### config.mk
export PLATFORM = sky130hd
export DESIGN_NAME = serial_capture_replay
export DESIGN_NICKNAME = d
export VERILOG_FILES = /design/src/rtl/scr_pkg.sv /design/src/rtl/scr_lane_pick.sv /design/src/rtl/scr_sequencer.sv /design/src/rtl/scr_store.sv /design/src/rtl/scr_display.sv /design/src/rtl/serial_capture_replay.sv
export SDC_FILE = /design/constraint.sdc
export NUM_CORES = 1
export LEC_CHECK = 0
export CAP_MARGIN = 20
export CORE_MARGIN = 4
export CORE_UTILIZATION = 40
export DETAILED_ROUTE_END_ITERATION = 10
export PLACE_DENSITY = 0.64
export SLEW_MARGIN = 20
export SYNTH_ARGS = -nofsm -noshare
export SYNTH_HDL_FRONTEND = slang
export SYNTH_SLANG_ARGS = --single-unit
### constraint.sdc
create_clock -name clk -period 1.3 [get_ports clk]
set_input_delay 0.325 -clock clk [delete_from_list [all_inputs] [get_ports clk]]
set_output_delay 0.325 -clock clk [all_outputs]
set_load 0.1 [all_outputs]
### src/rtl/scr_pkg.sv
package scr_pkg;

    // Operation applied to the circular store in a given cycle.
    typedef enum logic [1:0] {
        ST_HOLD   = 2'd0,
        ST_LOAD   = 2'd1,
        ST_RECIRC = 2'd2
    } store_op_e;

    // Phase flags of the sequencer.
    typedef struct packed {
        logic cap;
        logic rep;
    } phase_t;

    // Which source drives the lamp outputs.
    typedef enum logic [1:0] {
        VIEW_LIVE  = 2'd0,
        VIEW_CHAIN = 2'd1,
        VIEW_BLANK = 2'd2
    } view_e;

    function automatic view_e pick_view(input phase_t ph);
        if (ph.cap)      return VIEW_BLANK;
        else if (ph.rep) return VIEW_CHAIN;
        else             return VIEW_LIVE;
    endfunction

endpackage

### src/rtl/scr_lane_pick.sv
module scr_lane_pick #(
    parameter int unsigned LANES = 16
) (
    input  logic [LANES-1:0] din,
    input  logic [LANES-1:0] sel,
    output logic             bit_o
);
    logic [LANES-1:0] hit;

    // AND-OR selection: with no select bit set, every term is zero.
    for (genvar g = 0; g < LANES; g++) begin : g_lane
        assign hit[g] = din[g] & sel[g];
    end

    assign bit_o = |hit;
endmodule

### src/rtl/scr_sequencer.sv
module scr_sequencer
    import scr_pkg::*;
#(
    parameter int unsigned DEPTH = 128
) (
    input  logic      clk,
    input  logic      rst,
    input  logic      cap_btn,
    input  logic      ext_trig,
    input  logic      disp_btn,
    input  logic      smp_en,
    input  logic      tick,
    output store_op_e op,
    output phase_t    phase
);
    localparam int unsigned CW = (DEPTH > 1) ? $clog2(DEPTH) : 1;
    localparam logic [CW-1:0] LAST_POS = CW'(DEPTH - 1);

    phase_t        ph_q;
    logic [CW-1:0] pos_q;

    logic cap_req_ok;
    logic cap_shift;
    logic rep_shift;
    logic at_last;
    logic toggle_ok;

    assign cap_req_ok = (cap_btn | ext_trig) & ~ph_q.rep;
    assign cap_shift  = ph_q.cap & smp_en;
    assign rep_shift  = ph_q.rep & tick;
    assign at_last    = (pos_q == LAST_POS);
    assign toggle_ok  = disp_btn & ~ph_q.cap & ~cap_req_ok;

    always_ff @(posedge clk) begin
        if (rst) begin
            ph_q  <= '0;
            pos_q <= '0;
        end else begin
            // capture flag: set on an accepted request, cleared at wrap
            if (cap_shift && at_last && !cap_btn)
                ph_q.cap <= 1'b0;
            else if (cap_req_ok)
                ph_q.cap <= 1'b1;

            // replay flag: toggled by the display button, cleared at wrap
            if (rep_shift && at_last)
                ph_q.rep <= 1'b0;
            else if (toggle_ok)
                ph_q.rep <= ~ph_q.rep;

            // one shared position counter for both phases
            if (cap_btn && !ph_q.rep)
                pos_q <= '0;
            else if (cap_shift || rep_shift)
                pos_q <= at_last ? '0 : pos_q + 1'b1;
        end
    end

    always_comb begin
        if (cap_shift)      op = ST_LOAD;
        else if (rep_shift) op = ST_RECIRC;
        else                op = ST_HOLD;
    end

    assign phase = ph_q;

    a_r9_exclusive: assert property (@(posedge clk) disable iff (rst)
        !(ph_q.cap && ph_q.rep));

    a_r2_capture_wrap: assert property (@(posedge clk) disable iff (rst)
        (cap_shift && at_last && !cap_btn) |=> (!ph_q.cap && pos_q == '0));

    a_r3_trigger_keeps_count: assert property (@(posedge clk) disable iff (rst)
        (ph_q.cap && ext_trig && !cap_btn && !smp_en) |=> $stable(pos_q));

    a_r6_replay_wrap: assert property (@(posedge clk) disable iff (rst)
        (rep_shift && at_last) |=> (!ph_q.rep && pos_q == '0));

    a_r7_pause_holds: assert property (@(posedge clk) disable iff (rst)
        (!ph_q.rep && !ph_q.cap && !cap_btn) |=> $stable(pos_q));

    a_r9_no_capture_in_replay: assert property (@(posedge clk) disable iff (rst)
        (ph_q.rep && !(rep_shift && at_last)) |=> !ph_q.cap);
endmodule

### src/rtl/scr_store.sv
module scr_store
    import scr_pkg::*;
#(
    parameter int unsigned DEPTH = 128
) (
    input  logic      clk,
    input  logic      rst,
    input  store_op_e op,
    input  logic      bit_in,
    output logic      head
);
    logic [DEPTH-1:0] sh_q;
    logic             feed;

    // new sample on capture, oldest bit fed back on replay
    always_comb begin
        unique case (op)
            ST_LOAD:   feed = bit_in;
            ST_RECIRC: feed = sh_q[DEPTH-1];
            default:   feed = 1'b0;
        endcase
    end

    always_ff @(posedge clk) begin
        if (rst)
            sh_q <= '0;
        else if (op != ST_HOLD)
            sh_q <= {sh_q[DEPTH-2:0], feed};
    end

    assign head = sh_q[DEPTH-1];

    a_r2_load_enters: assert property (@(posedge clk) disable iff (rst)
        (op == ST_LOAD) |=> (sh_q[0] == $past(bit_in)));

    a_r5_recirculates: assert property (@(posedge clk) disable iff (rst)
        (op == ST_RECIRC) |=> (sh_q[0] == $past(sh_q[DEPTH-1])));

    a_r7_store_holds: assert property (@(posedge clk) disable iff (rst)
        (op == ST_HOLD) |=> $stable(sh_q));
endmodule

### src/rtl/scr_display.sv
module scr_display
    import scr_pkg::*;
#(
    parameter int unsigned LANES = 16
) (
    input  logic             clk,
    input  logic             rst,
    input  logic             shift,
    input  logic             head,
    input  phase_t           phase,
    input  logic [LANES-1:0] live,
    output logic [LANES-1:0] disp
);
    logic [LANES-1:0] chain_q;
    view_e            view;

    always_ff @(posedge clk) begin
        if (rst)
            chain_q <= '0;
        else if (shift)
            chain_q <= {chain_q[LANES-2:0], head};
    end

    assign view = pick_view(phase);

    always_comb begin
        unique case (view)
            VIEW_BLANK: disp = '0;
            VIEW_CHAIN: disp = chain_q;
            default:    disp = live;
        endcase
    end

    a_r5_chain_entry: assert property (@(posedge clk) disable iff (rst)
        shift |=> (chain_q[0] == $past(head)));

    a_r7_chain_holds: assert property (@(posedge clk) disable iff (rst)
        !shift |=> $stable(chain_q));
endmodule

### src/rtl/serial_capture_replay.sv
module serial_capture_replay
    import scr_pkg::*;
#(
    parameter int unsigned LANES = 16,
    parameter int unsigned DEPTH = 128
) (
    input  logic             clk,
    input  logic             rst,
    input  logic [LANES-1:0] din,
    input  logic [LANES-1:0] sel,
    input  logic             cap_btn,
    input  logic             ext_trig,
    input  logic             disp_btn,
    input  logic             smp_en,
    input  logic             tick,
    output logic [LANES-1:0] disp,
    output logic             capturing,
    output logic             replaying
);
    store_op_e op;
    phase_t    phase;
    logic      pick_bit;
    logic      head;

    scr_lane_pick #(.LANES(LANES)) u_pick (
        .din   (din),
        .sel   (sel),
        .bit_o (pick_bit)
    );

    scr_sequencer #(.DEPTH(DEPTH)) u_seq (
        .clk      (clk),
        .rst      (rst),
        .cap_btn  (cap_btn),
        .ext_trig (ext_trig),
        .disp_btn (disp_btn),
        .smp_en   (smp_en),
        .tick     (tick),
        .op       (op),
        .phase    (phase)
    );

    scr_store #(.DEPTH(DEPTH)) u_store (
        .clk    (clk),
        .rst    (rst),
        .op     (op),
        .bit_in (pick_bit),
        .head   (head)
    );

    scr_display #(.LANES(LANES)) u_disp (
        .clk   (clk),
        .rst   (rst),
        .shift (op == ST_RECIRC),
        .head  (head),
        .phase (phase),
        .live  (din),
        .disp  (disp)
    );

    assign capturing = phase.cap;
    assign replaying = phase.rep;

    a_r4_blank: assert property (@(posedge clk) disable iff (rst)
        capturing |-> (disp == '0));

    a_r1_request_starts: assert property (@(posedge clk) disable iff (rst)
        ((cap_btn || ext_trig) && !replaying) |=> capturing);
endmodule

### Yosys cells after proc, flatten, opt, wreduce, memory -nomap -nowiden

Index checks and enable logic that the tools add are counted.

* bits in registers: 153
* bits of input ports: 39
* output and inout port bits: 18
* word-level logic and storage cells: 55

* add/sub/neg operators: 1
* equal/unequal tests: 5
* muxes and demuxes: 7
* bitwise operators: 25
* reductions and logical operators: 12

Operators with widths (count)
* one-hot mux 16 bit (2 select lines): 1
* AND 1 bit: 21
* OR reduction 16 bit: 1
* adder 7 x 1 -> 7 bit, second input constant: 1
* equality test 7 bit, second input constant: 1
* 2-to-1 mux 7 bit: 1
* 2-to-1 mux 2 bit: 3
* OR reduction 2 bit: 3
* equality test 2 x 1 -> 1 bit, second input constant: 2
* equality test 2 bit, second input constant: 2
* logical AND 1 bit: 4
* NOT 1 bit: 3
* zero test 1 bit: 2
* one-hot mux 1 bit (2 select lines): 1
* nonzero test 2 bit: 1
* logical OR 1 bit: 1
* 2-to-1 mux 1 bit: 1
* bitwise OR 1 bit: 1

### Longest topological paths before layout

* depth in word-level cells: 5
* depth in mapped cells: 7
* mapped depth without buffers: 4

### Hierarchy

Synthesis repeated with hierarchy kept, for this count alone.

* cells, all modules: 572
* area total of the unflattened synthesis: 6149.6 sq um

Modules (own cells, without submodules)
* scr_store: times used 1, cells each 419, area each 4720.8 sq um, seq. area each 2562.5 sq um
* scr_display: times used 1, cells each 88, area each 840.8 sq um, seq. area each 320.3 sq um
* scr_sequencer: times used 1, cells each 55, area each 473.0 sq um, seq. area each 180.2 sq um
* scr_lane_pick: times used 1, cells each 9, area each 101.3 sq um, seq. area each 0.0 sq um
* serial_capture_replay: times used 1, cells each 1, area each 13.8 sq um, seq. area each 0.0 sq um

### Worst setup path before layout

Ideal clock, no wire load.

* kind: register to output
* start: reg u_seq.ph_q (netlist bit u_seq.phase[0])
* end: out disp[0]
* arrival time: 2980 ps
* data required time: 975 ps
* path slack: -2005 ps
* cell stages (with the launch flop): 6
* path buffers: 3
* path through: dfxtp_1 buf_2 buf_4 buf_4 mux2i_1 nor2_1

* longest elaborated chain between the ends: 4
* elaborated cells between the ends (all ways): 5
* classes of those cells: eq/ne (2); mux (3)

Ends and longest elaborated chain
* from (decl): line scr_sequencer.sv:19 `phase_t ph_q;`
* 2-to-1 mux 1 bit (*): line scr_pkg.sv:25 `else if (ph.rep) return VIEW_CHAIN;`
* 2-to-1 mux 2 bit (*): line scr_pkg.sv:24 `if (ph.cap) return VIEW_BLANK;`
* equality test 2 x 1 -> 1 bit or equality test 2 bit (tied branches): line scr_display.sv:27 `unique case (view)`
* one-hot mux 16 bit (2 select lines) (*): line scr_display.sv:27
* to (decl): line serial_capture_replay.sv:16 `output logic [LANES-1:0] disp,`

Mark *: on every way between the ends. The rest lies on a longest branch, timed or not.

### Final worst setup path

* start: reg u_seq.ph_q (netlist bit u_seq.phase[0])
* end: out disp[15]

The elaborated chain is that of the path after synthesis.

==> impl_metrics.toml <==
[run_status]
status = "finished, violations left"
failed_checks = "negative setup slack"

[yosys]
synth-simple-area-share_pct = 22.4
synthDistinctLibCells = 27
synthTopCellsByCount = "nand2_1, dfxtp_1, a21oi_1"
ys.flop_type = "dfxtp_1"
ys_warn_count = 0
synth_cells = 723
yosysMostFrequentCell = "nand2_1"
synth_fa_ha_area_share_pct = 0.218
synth_area_leaders = "dfxtp_1, nand2_1, a21oi_1"
synth-async-reset-ratio_pct = 0
synth_edf_count = 0
synth_seq_cells = 153
synth_top_area_share_pct = 53.4
synth_top_family_by_area = "simple AND/OR/NAND/NOR gates"
yosys.area.top_type = "dfxtp_1"
synth-xor-area-share_pct = 0.764
syn-num-nets = 763
synthMuxAreaShare_pct = 2.79
syn_avg_cell_area_sq_um = 7.93
synth.yosys.seq_area_share_pct = 53.4
synth-compound-area-share_pct = 15.2
netlist_area_sq_um = 5730

[power_and_ir_drop]
powerDensity_nw_per_um2 = 1310
p_leak_nw = 3.03
ir_drop_mv = 1.10

[route]
first_pass_iters = 5
viasPerCell = 5.14
wire_per_inst_um = 14.4
num_vias = 5215
antenna_left = 0
routed_wl_mm = 14.6
drcViolationCount = 0
drt_iter0_markers = 399

[cts]
numCtsBuffers = 17
clk-insertion-delay-late_ps = 410
cts_tree = "yes"
clock-sinks = 153
root_buffer = "clkbuf_16"
clk_pin_slew_ps = 60
cts_max_path_buffers = 2
htreeDepth = 4

[global_route]
grt_pass1_vias = 5045
grt_util_all_layers_pct = 17.9
grt_antenna_before_repair = 0
grt_max_degree = 76
grt_overflow = 0
grt_first_pass_wirelength_mm = 23.8

[timing]
worstMarginPinSlew_ps = 436
min_period_over_period_pct = 138
relSlewSlack_pct = 70.9
hold_viol = 0
finalSetupViolCount = 153
slew_violations = 0
rsz0062_at_grt = "true"
clock_skew_ps = 8.25
post-route-min-period_ps = 1800
setup_ws_ps = -499
max_freq_ghz = 0.556

[worst_hold_path]
hp-class = "input pin to flop"
hp-start = "rst"
hold_path_depth = 2
hold_path_end = "u_store.sh_q[27]"

[die]
die_x_um = 128
start_util_pct = 41.1
core_sq_um = 13900
row_count = 43
die_area_sq_um = 16300
die_h_um = 128
ios = 57

[critical_path]
r2r_cells = 9
ff2ff_setup_slack_ps = -500
path_cells = "buf_12, mux2i_4, nor2_4, buf_12"
r2r-end = "u_store.sh_q[6]"
max_stage_delay_ps = 400
worst-path-max-fanout = 8
crit_top_cell = "buf_12"
path_class = "flop to output port"
slowest_stage = "dfxtp_4"
r2r_start = "u_seq.phase[0]"
critPathLaunchType = "flop"
cp.arrival_ps = 1470
end_kind = "output port"
critPathRequiredTime_ps = 980

[job]
drv_cap = 0

[layout]
fin_nets = 862
drive_gt1_share_pct = 29.1
area_growth_pct = 53.8
antennaDiodeCount = 0
final_area_sq_um = 8810

[placed_design]
hpwlAfterDp_mm = 8.63
placed_area_sq_um = 7140
port_buffers = 56
dp_slack_ps = -589
gp_congestion = 0.762
-- cell usage in the layout, fill, tap and decap left out, types with 3 or more instances in the layout --
master,Yosys,layout
a21oi_1,146,74
a21oi_2,0,72
a221oi_1,4,4
a22o_1,5,4
buf_12,0,36
buf_16,0,3
buf_4,14,37
buf_6,2,9
bufbuf_16,0,8
bufinv_16,0,3
clkbuf_16,0,18
clkbuf_8,0,3
clkdlybuf4s50_1,0,35
clkinv_4,0,3
dfxtp_1,153,151
inv_6,0,3
mux2i_4,0,16
nand2_1,291,288
nand4_1,4,4
nor2_1,25,9
nor2_4,0,16
xor2_1,5,4
-- sequential cells by signal (all words and copies together), names as in the netlist --
signal	cells
u_store.sh_q	128
u_disp.chain_q	16
u_seq.pos_q	7
u_seq.phase	2
-- cell type report --
class                      count  area, sq um
clock buffer                  21          470
clock inverter                11          159
fill                        1061         5120
inverter                       2         7.51
multi-input combinational    516         3030
sequential                   153         3070
tap                          180          225
timing repair buffer         132         1850
-- cell families (layout without fill, tap and decap cells) --
| family | count (synthesis) | in the layout |
|---|---|---|
| flops | 153 | 153 |
| xor+xnor | 5 | 5 |
| mux | 16 | 16 |
| fa+ha+maj | 1 | 1 |
| compound gates | 161 | 162 |
| buf+inv | 55 | 166 |
| simple gates | 332 | 332 |
-- layer usage --
metal	vias to the layer above	global-route usage, %	share of wire [%]
met4	0	5.81	2.0
met3	28	4.50	3.3
li1	2579	-	-
met2	93	31.9	53
met5	-	0	0
met1	2515	21.1	42
-- worst max-delay path, delay by kind of cell (launching register included) --
kind / cells / cell delay, ps
mux: 1 / 260
buf+inv: 2 / 330
simple gates: 1 / 50
flops: 1 / 400
-- where the power goes --
group	switching [mW]	internal (mW)
clock network	1.96	3.21
registers	0.0199	4.69
logic	0.848	0.790
total	2.83	8.70
-- stage by stage --
step	power (mW)	hold WS, ps	setup TNS, ps	util [%]	cells
3_5_place_dp	6.08	445	-75080	51.2	954
5_1_grt	11.9	257	-69870	63.2	1015
2_1_floorplan	5.61	432	-20890	-	723
3_3_place_gp	6.06	437	-68180	51.2	954
4_1_cts	11.5	247	-56230	60.5	1011
6_report	11.5	258	-60190	63.2	1015
-- how the worst max path moves through the flow --
stage                         startpoint                 to
after floorplan           u_seq.phase[0]            disp[0]
after global placement            smp_en  u_disp.chain_q[7]
after detailed placement          smp_en  u_disp.chain_q[2]
after CTS                 u_seq.phase[0]            disp[6]
after global routing      u_seq.phase[0]    u_store.sh_q[6]
final                     u_seq.phase[0]           disp[15]
-- timing repair --
item,4_1_cts,5_1_grt
pin swaps,17,46
hold buffers,0,0
setup endpoints to repair,168,171
gates resized for setup,45,76
setup buffers,13,3
cloned,12,1
Note: power is estimated with default switching activity, not from simulation.
